==> config.mk <==
export PLATFORM = sky130hd
export DESIGN_NAME = dma_burst_seq
export DESIGN_NICKNAME = d
export VERILOG_FILES = /design/src/rtl/dma_bs_pkg.sv /design/src/rtl/dma_bs_down_cnt.sv /design/src/rtl/dma_bs_cfg.sv /design/src/rtl/dma_burst_seq.sv
export SDC_FILE = /design/constraint.sdc
export NUM_CORES = 1
export LEC_CHECK = 0
export BUFFER_PORTS_ARGS = -buffer_cell sky130_fd_sc_hd__buf_2
export CAP_MARGIN = 20
export CORE_UTILIZATION = 54
export DETAILED_ROUTE_END_ITERATION = 8
export PLACE_DENSITY = 0.78
export SLEW_MARGIN = 20
export SYNTH_ARGS = -nofsm -noshare
export SYNTH_HDL_FRONTEND = slang
export SYNTH_SLANG_ARGS = --single-unit
==> constraint.sdc <==
create_clock -name clk -period 2.9 [get_ports clk]
set_input_delay 0.435 -clock clk [delete_from_list [all_inputs] [get_ports clk]]
set_output_delay 0.435 -clock clk [all_outputs]
set_load 0.05 [all_outputs]
==> src/rtl/dma_bs_pkg.sv <==
package dma_bs_pkg;

   typedef enum logic [1:0] {
      SEQ_IDLE = 2'd0,
      SEQ_XFER = 2'd1,
      SEQ_HOLD = 2'd2
   } seq_state_e;

endpackage

==> src/rtl/dma_bs_down_cnt.sv <==
module dma_bs_down_cnt #(
   parameter int W = 8
) (
   input  logic         clk,
   input  logic         rst_n,
   input  logic         load,
   input  logic [W-1:0] load_val,
   input  logic         dec,
   output logic [W-1:0] cnt,
   output logic         at_one
);

   if (W < 1) begin : g_bad_w
      $error("dma_bs_down_cnt: W must be at least 1");
   end

   always_ff @(posedge clk or negedge rst_n) begin
      if (!rst_n)
         cnt <= '0;
      else if (load)
         cnt <= load_val;
      else if (dec && (cnt != '0))
         cnt <= cnt - 1'b1;
   end

   assign at_one = (cnt == W'(1));

endmodule

==> src/rtl/dma_bs_cfg.sv <==
module dma_bs_cfg #(
   parameter int CFG_W   = 32,
   parameter int BURST_W = 8,
   parameter int HOLD_W  = 8
) (
   input  logic               clk,
   input  logic               we,
   input  logic [CFG_W-1:0]   wdata,
   output logic [BURST_W-1:0] burst_fld,
   output logic [HOLD_W-1:0]  hold_fld,
   output logic [CFG_W-1:0]   rdata
);

   localparam int USED_W = BURST_W + HOLD_W;

   if (USED_W > CFG_W) begin : g_bad_fit
      $error("dma_bs_cfg: fields do not fit the configuration word");
   end

   // fields are left unset by reset; software writes them before start
   logic [USED_W-1:0] fld_q;

   always_ff @(posedge clk) begin
      if (we)
         fld_q <= wdata[USED_W-1:0];
   end

   assign burst_fld = fld_q[BURST_W-1:0];
   assign hold_fld  = fld_q[USED_W-1:BURST_W];

   if (CFG_W > USED_W) begin : g_pad
      logic unused_rsvd;
      assign unused_rsvd = ^wdata[CFG_W-1:USED_W];
      assign rdata = {{(CFG_W-USED_W){1'b0}}, fld_q};
   end else begin : g_exact
      assign rdata = fld_q;
   end

endmodule

==> src/rtl/dma_burst_seq.sv <==
module dma_burst_seq #(
   parameter int CFG_W   = 32,
   parameter int BURST_W = 8,
   parameter int HOLD_W  = 8,
   parameter int ITEM_W  = 16,
   parameter int SIZE_W  = 2
) (
   input  logic                  clk,
   input  logic                  rst_n,
   input  logic                  cfg_we,
   input  logic [CFG_W-1:0]      cfg_wdata,
   output logic [CFG_W-1:0]      cfg_rdata,
   input  logic [SIZE_W-1:0]     xfer_size,
   input  logic [ITEM_W-1:0]     xfer_items,
   input  logic                  start,
   output logic                  bus_req,
   input  logic                  bus_grant,
   input  logic                  beat_accept,
   output logic [2**SIZE_W-1:0]  beat_bytes,
   output logic                  busy,
   output logic                  done
);
   import dma_bs_pkg::*;

   localparam int BLEN_W  = BURST_W + 1;
   localparam int CMP_W   = (ITEM_W > BLEN_W) ? ITEM_W : BLEN_W;
   localparam int BYTES_W = 2 ** SIZE_W;

   if (BURST_W < 1 || HOLD_W < 1 || ITEM_W < 1 || SIZE_W < 1) begin : g_bad_par
      $error("dma_burst_seq: all widths must be at least 1");
   end
   if (SIZE_W > 4) begin : g_bad_size
      $error("dma_burst_seq: SIZE_W too large for a byte-count output");
   end

   // configuration word
   logic [BURST_W-1:0] burst_fld;
   logic [HOLD_W-1:0]  hold_fld;

   dma_bs_cfg #(
      .CFG_W  (CFG_W),
      .BURST_W(BURST_W),
      .HOLD_W (HOLD_W)
   ) u_cfg (
      .clk      (clk),
      .we       (cfg_we),
      .wdata    (cfg_wdata),
      .burst_fld(burst_fld),
      .hold_fld (hold_fld),
      .rdata    (cfg_rdata)
   );

   seq_state_e state_q, state_d;

   logic [ITEM_W-1:0] rem_cnt;
   logic              rem_one;
   logic [BLEN_W-1:0] beat_cnt;
   logic              beat_one;
   logic [HOLD_W-1:0] hold_cnt;
   logic              hold_one;

   // derived burst length and effective hold
   logic [BLEN_W-1:0] blen;
   logic [HOLD_W-1:0] hold_eff;
   logic [CMP_W-1:0]  blen_ext, items_ext, rem_ext;
   logic [BLEN_W-1:0] first_beats, next_beats;

   assign blen      = BLEN_W'(burst_fld) + BLEN_W'(1);
   assign hold_eff  = (hold_fld == '0) ? HOLD_W'(1) : hold_fld;
   assign blen_ext  = CMP_W'(blen);
   assign items_ext = CMP_W'(xfer_items);
   assign rem_ext   = CMP_W'(rem_cnt);

   assign first_beats = (items_ext < blen_ext) ? items_ext[BLEN_W-1:0] : blen;
   assign next_beats  = (rem_ext   < blen_ext) ? rem_ext[BLEN_W-1:0]   : blen;

   // events
   logic start_ok, items_zero, beat, last_beat, final_beat;

   assign start_ok   = (state_q == SEQ_IDLE) && start;
   assign items_zero = (xfer_items == '0);
   assign beat       = (state_q == SEQ_XFER) && bus_grant && beat_accept;
   assign last_beat  = beat && beat_one;
   assign final_beat = last_beat && rem_one;

   // remaining items in the transfer
   dma_bs_down_cnt #(.W(ITEM_W)) u_rem (
      .clk     (clk),
      .rst_n   (rst_n),
      .load    (start_ok && !items_zero),
      .load_val(xfer_items),
      .dec     (beat),
      .cnt     (rem_cnt),
      .at_one  (rem_one)
   );

   // items left in the current burst
   dma_bs_down_cnt #(.W(BLEN_W)) u_beat (
      .clk     (clk),
      .rst_n   (rst_n),
      .load    ((start_ok && !items_zero) || ((state_q == SEQ_HOLD) && hold_one)),
      .load_val((state_q == SEQ_IDLE) ? first_beats : next_beats),
      .dec     (beat),
      .cnt     (beat_cnt),
      .at_one  (beat_one)
   );

   // hold cycles left between bursts
   dma_bs_down_cnt #(.W(HOLD_W)) u_hold (
      .clk     (clk),
      .rst_n   (rst_n),
      .load    (last_beat && !rem_one),
      .load_val(hold_eff),
      .dec     (state_q == SEQ_HOLD),
      .cnt     (hold_cnt),
      .at_one  (hold_one)
   );

   always_comb begin
      state_d = state_q;
      unique case (state_q)
         SEQ_IDLE: if (start_ok && !items_zero) state_d = SEQ_XFER;
         SEQ_XFER: begin
            if (final_beat)     state_d = SEQ_IDLE;
            else if (last_beat) state_d = SEQ_HOLD;
         end
         SEQ_HOLD: if (hold_one) state_d = SEQ_XFER;
         default:  state_d = SEQ_IDLE;
      endcase
   end

   logic              done_q;
   logic [SIZE_W-1:0] size_q;

   always_ff @(posedge clk or negedge rst_n) begin
      if (!rst_n) begin
         state_q <= SEQ_IDLE;
         done_q  <= 1'b0;
         size_q  <= '0;
      end else begin
         state_q <= state_d;
         done_q  <= (start_ok && items_zero) || final_beat;
         if (start_ok)
            size_q <= xfer_size;
      end
   end

   logic unused_cnt;
   assign unused_cnt = ^{beat_cnt, hold_cnt};

   assign bus_req    = (state_q == SEQ_XFER);
   assign busy       = (state_q != SEQ_IDLE);
   assign done       = done_q;
   assign beat_bytes = BYTES_W'(1) << size_q;

endmodule

==> results of run 1 <==
[logic make-up (layout without fill, tap and decap cells)]
logic type               Yosys count  count (layout)
other                              1              16
flip-flops                        54              54
multiplexers                       3               3
AO/OA/AOI/OAI                    108             108
XOR/XNOR                          17              17
buffers and inverters             44              97
AND/OR/NAND/NOR                  138             138
adder cells (fa/ha/maj)           19              19
[state kept, by name (all words and copies together), names as in the netlist]
signal and cells:
done 1, size_q 2, state_q 2, u_beat.cnt 9, u_cfg.fld_q 16, u_hold.cnt 8, u_rem.cnt 16
[metrics by stage]
step / total power [mW] / setup TNS [ns] / hold WS (ns) / util, % / setup WS [ns]
after floorplan: 1.225 / -0.8225 / 0.1394 / - / -0.1315
after global placement: 1.323 / 0 / 0.5084 / 62.65 / 0.1946
after detailed placement: 1.333 / 0 / 0.5186 / 62.65 / 0.1635
after CTS: 1.833 / 0 / 0.2405 / 64.31 / 0.1346
after global routing: 1.920 / -0.01336 / 0.2772 / 65.56 / -0.008658
final: 1.837 / 0 / 0.2138 / 65.56 / 0.1344
[area by class of cell]
class / count / area (sq um)
clock buffer: 7 / 76.32
fill: 536 / 2212
clock inverter: 1 / 30.03
timing repair buffer: 72 / 385.4
tap: 77 / 96.34
inverter: 17 / 63.81
sequential: 54 / 1431
multi-input combinational: 301 / 2127
[synthesized netlist by cell type, types with 4 or more instances]
cell       n  area, sq um
edfxtp_1  16        480.5
nor2_1    23        86.33
a21boi_0   5        37.54
o21ai_1    4        20.02
nand3b_1   5        37.54
xnor2_1   12        105.1
o21ai_0   24        120.1
nand2_1   42        157.7
or4_1      4        30.03
o211ai_1  11        82.58
ha_1      19        237.7
nand3_1   11        55.05
nor2b_1    4        25.02
a221o_1    6        60.06
buf_4     17        127.6
or3_1      6        37.54
a21oi_1   14        70.07
a21o_1     4        30.03
dfrtp_1   38        950.9
nor3b_1    4        30.03
nor3_1     8        40.04
nor4_1     6        37.54
a31oi_1    5        31.28
clkbuf_1   7        26.28
a31o_2     4        35.03
xor2_1     5        43.79
inv_1     17        63.81
o32ai_1    4        35.03
[power breakdown]
part           switching [mW]  leakage [nW]  internal [mW]  total (mW)
logic                   0.284          1.15          0.152       0.436
registers              0.0569         0.620          0.844       0.901
clock network           0.241        0.0524          0.259       0.500
[routing by layer]
metal  routed length, microns  vias up  GRT usage, %
met1                     4062     1498         35.87
met5                        0        -             0
li1                         -     1548             -
met2                     3961      149         39.05
met4                      324        0         12.54
met3                      593       29         4.451
[cell usage in the layout, fill, tap and decap left out, types with 3 or more instances in the layout]
cell,instances
a31o_2,4
dfrtp_1,38
nor3b_1,4
clkbuf_8,5
edfxtp_1,16
o21ai_1,9
o32ai_1,4
nor4_1,5
o21ai_0,18
a21o_1,4
buf_4,10
and3_1,3
nand3b_1,5
buf_2,62
nand3_1,11
nand2_1,41
xor2_1,4
mux2i_1,3
o211ai_1,11
a31oi_1,5
a21boi_0,5
and2_1,3
xnor2_1,11
conb_1,16
or3_1,5
nor3_1,8
nor2_1,23
o311ai_0,3
ha_1,17
nand4b_1,3
nor2b_1,3
a21oi_1,12
a221o_1,6
or4_1,4
or4_4,3
inv_1,16
[timing repair]
action / CTS / global route
buffers inserted: 0 / 3
endpoints found under the setup margin: 0 / 9
gates resized for setup: 0 / 8
[how the worst max path moves through the flow]
stage | from | end | slack, ns | cells after the start
after floorplan | u_cfg.fld_q[0] | u_beat.cnt[6] | -0.13 | 10
after global placement | u_cfg.fld_q[1] | u_beat.cnt[5] | 0.19 | 11
after detailed placement | u_cfg.fld_q[1] | u_beat.cnt[8] | 0.16 | 10
after CTS | u_cfg.fld_q[1] | u_beat.cnt[8] | 0.13 | 10
after global routing | u_cfg.fld_q[2] | u_beat.cnt[3] | -0.009 | 10
final | u_cfg.fld_q[1] | u_beat.cnt[8] | 0.13 | 10
==> results.yml, run 1 <==
die:
  num_io_pins: 95
  die-area_sq_um: 7063
  fp-row-count: 29
  core-area_sq_um: 6422
  die_w_microns: 84.04
  start_util_pct: 56.59
  die-height_microns: 84.04
critical_path:
  worst-path-buf-inv: 1
  worst_ep_arrival_time_ns: 2.97
  worstSetupStartpointType: "flip-flop"
  reg2reg_slack_ns: 0.13
  r2r_end: "u_beat.cnt[8]"
  reg2reg_from: "u_cfg.fld_q[1]"
  reg2regPathDepth: 10
  cp_slowest_cell: "or4b_1"
  endpoint_kind: "flip-flop"
  path_max_fanout: 7
  setup.worst_path.class: "flip-flop to flip-flop"
  worst_path_dominant_cell_family: "simple AND/OR/NAND/NOR gates"
  crit_required_ns: 3.11
  critPathMaxStageDelay_ns: 0.45
  crit_chain: "ha_2 -> nand2_2 -> or3_4 -> ha_4 -> or4b_1 -> a41o_1 -> inv_2 -> a211o_2 -> a21oi_1 -> o31a_1"
route:
  wl_mm: 8.942
  drt_iter0_markers: 347
  drc: 16
  wl_per_cell_microns: 16.90
  vias_per_cell: 6.095
  postRouteAntennaNets: 0
  num_vias: 3224
  drtPass1Iterations: 9
layout:
  finalNetCount: 526
  drive_above_1_share_pct: 25.22
  layout.cells.non_filler: 529
  syn2layout_area_growth_pct: 15.83
  antenna_cells: 0
  final_cell_area_sq_um: 4210
synthesis:
  synth-compound-area-share_pct: 21.31
  synthMuxAreaShare_pct: 0.8262
  synth-seq-cells: 54
  syn_area_per_cell_sq_um: 9.465
  synthFlopType: "dfrtp_1"
  synthAdderAreaFrac_pct: 6.540
  synth_top_family_by_area: "compound AO/OA/AOI/OAI gates"
  synthXorXnorAreaFrac_pct: 4.096
  synthSimpleGateAreaFrac_pct: 21.17
  synth.distinct_cells: 68
  yosysWarningCount: 0
  netlist_instances: 384
  syn_area_sq_um: 3635
  synth-edff-count: 16
  async_flop_share_pct: 70.37
  ys_seq_area_share_pct: 39.38
cts:
  postCtsHoldBufs: 0
  clock_latency_ns: 0.31
  cts_sinks: 54
  cts_root_buf: "clkbuf_8"
  cts_buffers: 5
  clk_path_buf_depth: 2
  cts_tree: "done"
  clk_pin_slew_ns: 0.09
  htree_levels: 2
place:
  routabilityCongestion: 0.9648
  dp_hpwl_mm: 6.651
  placedCellCount: 518
  portBuffers: 62
  dpl_cell_area_sq_um: 4024
worst_hold_path:
  hp-class: "primary input to asynchronous set/reset pin"
timing:
  worst_slew_pin_slew_ns: 0.8246
  min_period_ns: 2.766
  rsz0062_at_grt: "yes"
  fin_crit_sh_pct: 95.37
  drv_slew: 0
  clock_skew_ns: 0.007904
  finalHoldViolCount: 0
  fmax_ghz: 0.3616
  finalSetupViolCount: 0
  slew-limit-headroom_pct: 45.03
status:
  failed_checks: "DRC"
  outcome: "complete, but fails checks"
grt:
  first_global_vias: 2917
  grt_max_degree: 39
  grt_overflow: 0
  antenna_found_initial: 0
  grtUsageTotal_pct: 25.82
  grt_pass1_wl_mm: 14.33
power:
  irDropWorstVdd_mv: 0.2698
  cellLeakagePower_nw: 1.820
  power.density_nw_per_um2: 436.3
flow_run:
  cap_viol_max_count: 0
Note: power is estimated with default switching activity, not from simulation.
==> run 2: changes to the inputs <==
--- a/config.mk
+++ b/config.mk
@@ -7,9 +7,9 @@
 export LEC_CHECK = 0
 export BUFFER_PORTS_ARGS = -buffer_cell sky130_fd_sc_hd__buf_2
 export CAP_MARGIN = 20
-export CORE_UTILIZATION = 54
+export CORE_UTILIZATION = 45
 export DETAILED_ROUTE_END_ITERATION = 8
-export PLACE_DENSITY = 0.78
+export PLACE_DENSITY = 0.67
 export SLEW_MARGIN = 20
 export SYNTH_ARGS = -nofsm -noshare
 export SYNTH_HDL_FRONTEND = slang
==> run 2 against run 1 <==
The flow now finishes without violations. Core utilization shrank 9.1 points. Critical path depth grew 1. Clock power fell by 17%. Critical endpoint unchanged. Wire length is 5.0% higher. Final cell count increased by 6.2%. Clock-buffer cell count decreased by 1. Via count up 0.56%. Global-route usage is 3.1 points lower. Sequential power barely moved. Sequential share of layout area shrank 1.4 points. Highest routed layer unchanged.
==> results.yml, run 2 (synthesis results as in run 1) <==
timing:
  fin_crit_sh_pct: 96.45
  worst_slew_pin_slew_ns: 0.9079
  finalSetupViolCount: 0
  fmax_ghz: 0.3575
  finalHoldViolCount: 0
  clock_skew_ns: 0.01004
  slew-limit-headroom_pct: 39.47
  holdWs_ns: 0.2378
  min_period_ns: 2.797
  drv_slew: 0
cts:
  cts_sinks: 54
  clk_pin_slew_ns: 0.10
  cts_tree: "done"
  htree_levels: 2
  clk_path_buf_depth: 2
  clock_latency_ns: 0.31
  cts_root_buf: "clkbuf_8"
  cts_buffers: 5
grt:
  grt_max_degree: 39
  antenna_found_initial: 0
  grt_pass1_wl_mm: 15.19
  first_global_vias: 3057
  grtUsageTotal_pct: 22.70
  grt_overflow: 0
route:
  num_vias: 3242
  drc: 0
  wl_mm: 9.389
  drt_iter0_markers: 185
  vias_per_cell: 5.769
  wl_per_cell_microns: 16.71
  drtPass1Iterations: 5
  postRouteAntennaNets: 0
place:
  routabilityCongestion: 0.8695
  dp_hpwl_mm: 6.941
  portBuffers: 62
critical_path:
  worstSetupStartpointType: "flip-flop"
  path_max_fanout: 7
  worst-path-buf-inv: 0
  cp_slowest_cell: "a221oi_4"
  worst_ep_arrival_time_ns: 3.00
  crit_required_ns: 3.10
  setup.worst_path.class: "flip-flop to flip-flop"
  crit_chain: "ha_4 -> nand3_4 -> xor2_2 -> ha_1 -> nand2_1 -> a21oi_4 -> o211ai_1 -> a221oi_4 -> o21ai_4 -> and3_1 -> o31a_1"
  worst_path_dominant_cell_family: "compound AO/OA/AOI/OAI gates"
  endpoint_kind: "flip-flop"
  critPathMaxStageDelay_ns: 0.43
layout:
  final_cell_mix: "62 x buf_2, 41 x nand2_1, 38 x dfrtp_1"
  syn2layout_area_growth_pct: 20.65
  final_common_cell: "buf_2"
  fin_util_pct: 56.46
  antenna_cells: 0
  top_regs: "u_cfg.fld_q: 16 flops, u_rem.cnt: 16 flops, u_beat.cnt: 9 flops"
  finalNetCount: 534
  final.fill_count: 690
  drive_above_1_share_pct: 27.83
die:
  die-height_microns: 91.88
  fp-row-count: 32
  core-area_sq_um: 7767
  num_io_pins: 95
  start_util_pct: 46.79
  die-area_sq_um: 8441
  die_w_microns: 91.88
power:
  cellLeakagePower_nw: 1.867
  irDropWorstVdd_mv: 0.2117
  power.density_nw_per_um2: 409.1
worst_hold_path:
  hp-class: "primary input to asynchronous set/reset pin"
flow_run:
  cap_viol_max_count: 0
status:
  outcome: "completed"
run 2: cell count changes in the layout (fill, tap and decap cells not counted), sizes merged:
| cell | previous run | this run |
|---|---|---|
| buf | 72 | 80 |
| bufinv | 1 | 0 |
| clkbuf | 7 | 6 |
| clkinv | 0 | 2 |
run 2: stage by stage:
| stage | setup WS, ns | power (mW) | setup TNS (ns) | area (sq um) | instances |
|---|---|---|---|---|---|
| detailed placement | 0.07792 | 1.340 | 0 | 4070 | 545 |
| finish | 0.1029 | 1.794 | 0 | 4385 | 562 |
| global placement | 0.1376 | 1.330 | 0 | 4070 | 545 |
| floorplan | -0.1315 | 1.225 | -0.8225 | 3740 | 399 |
| global route | -0.06437 | 1.885 | -0.3387 | 4385 | 562 |
| CTS | 0.05325 | 1.754 | 0 | 4151 | 553 |
run 2: where the power goes:
group          internal, mW  total [mW]  switching [mW]
clock                 0.167       0.415           0.248
sequential            0.844       0.904          0.0603
combinational         0.175       0.475           0.300
total                  1.19        1.79           0.608
run 2: repair_timing:
item                                    4_1_cts  5_1_grt
resized for setup                             0       24
endpoints found under the setup margin        0        9
hold buffers                                  0        0
buffers inserted                              0        9
run 2: routing by layer:
| metal | vias up | part of all wire [%] | track usage, % |
|---|---|---|---|
| li1 | 1556 | - | - |
| met1 | 1542 | 45 | 30.72 |
| met2 | 127 | 48 | 37.25 |
| met3 | 17 | 5.1 | 3.897 |
| met4 | 0 | 1.8 | 6.641 |
| met5 | - | 0 | 0 |
run 2: final cells by class:
class | instances | area [sq um] | area share (%)
tap | 102 | 127.6 | 2.910
timing repair buffer | 80 | 445.4 | 10.16
inverter | 17 | 63.81 | 1.455
multi-input combinational | 301 | 2236 | 50.98
clock buffer | 6 | 72.57 | 1.655
clock inverter | 2 | 8.758 | 0.1997
sequential | 54 | 1431 | 32.64
run 2: path summary, 6_finish.rpt:
check | start | to | slack [ns] | depth (start not counted)
min in group clk | cfg_wdata[8] | u_cfg.fld_q[8] | 0.29 | 1
hold reg to reg | u_cfg.fld_q[12] | u_hold.cnt[4] | 0.52 | 2
hold / removal | rst_n | u_beat.cnt[2] | 0.24 | 1
setup / recovery | u_cfg.fld_q[1] | u_beat.cnt[8] | 0.10 | 11
setup reg to reg | u_cfg.fld_q[1] | u_beat.cnt[8] | 0.10 | 11
max in group asynchronous | rst_n | u_hold.cnt[2] | 2.08 | 1
run 2: worst reg2reg max path, stage by stage (launching register included):
cell,delay [ns]
edfxtp_1,0.42
ha_4,0.21
nand3_4,0.09
xor2_2,0.20
ha_1,0.31
nand2_1,0.09
a21oi_4,0.17
o211ai_1,0.17
a221oi_4,0.43
o21ai_4,0.13
and3_1,0.21
o31a_1,0.27
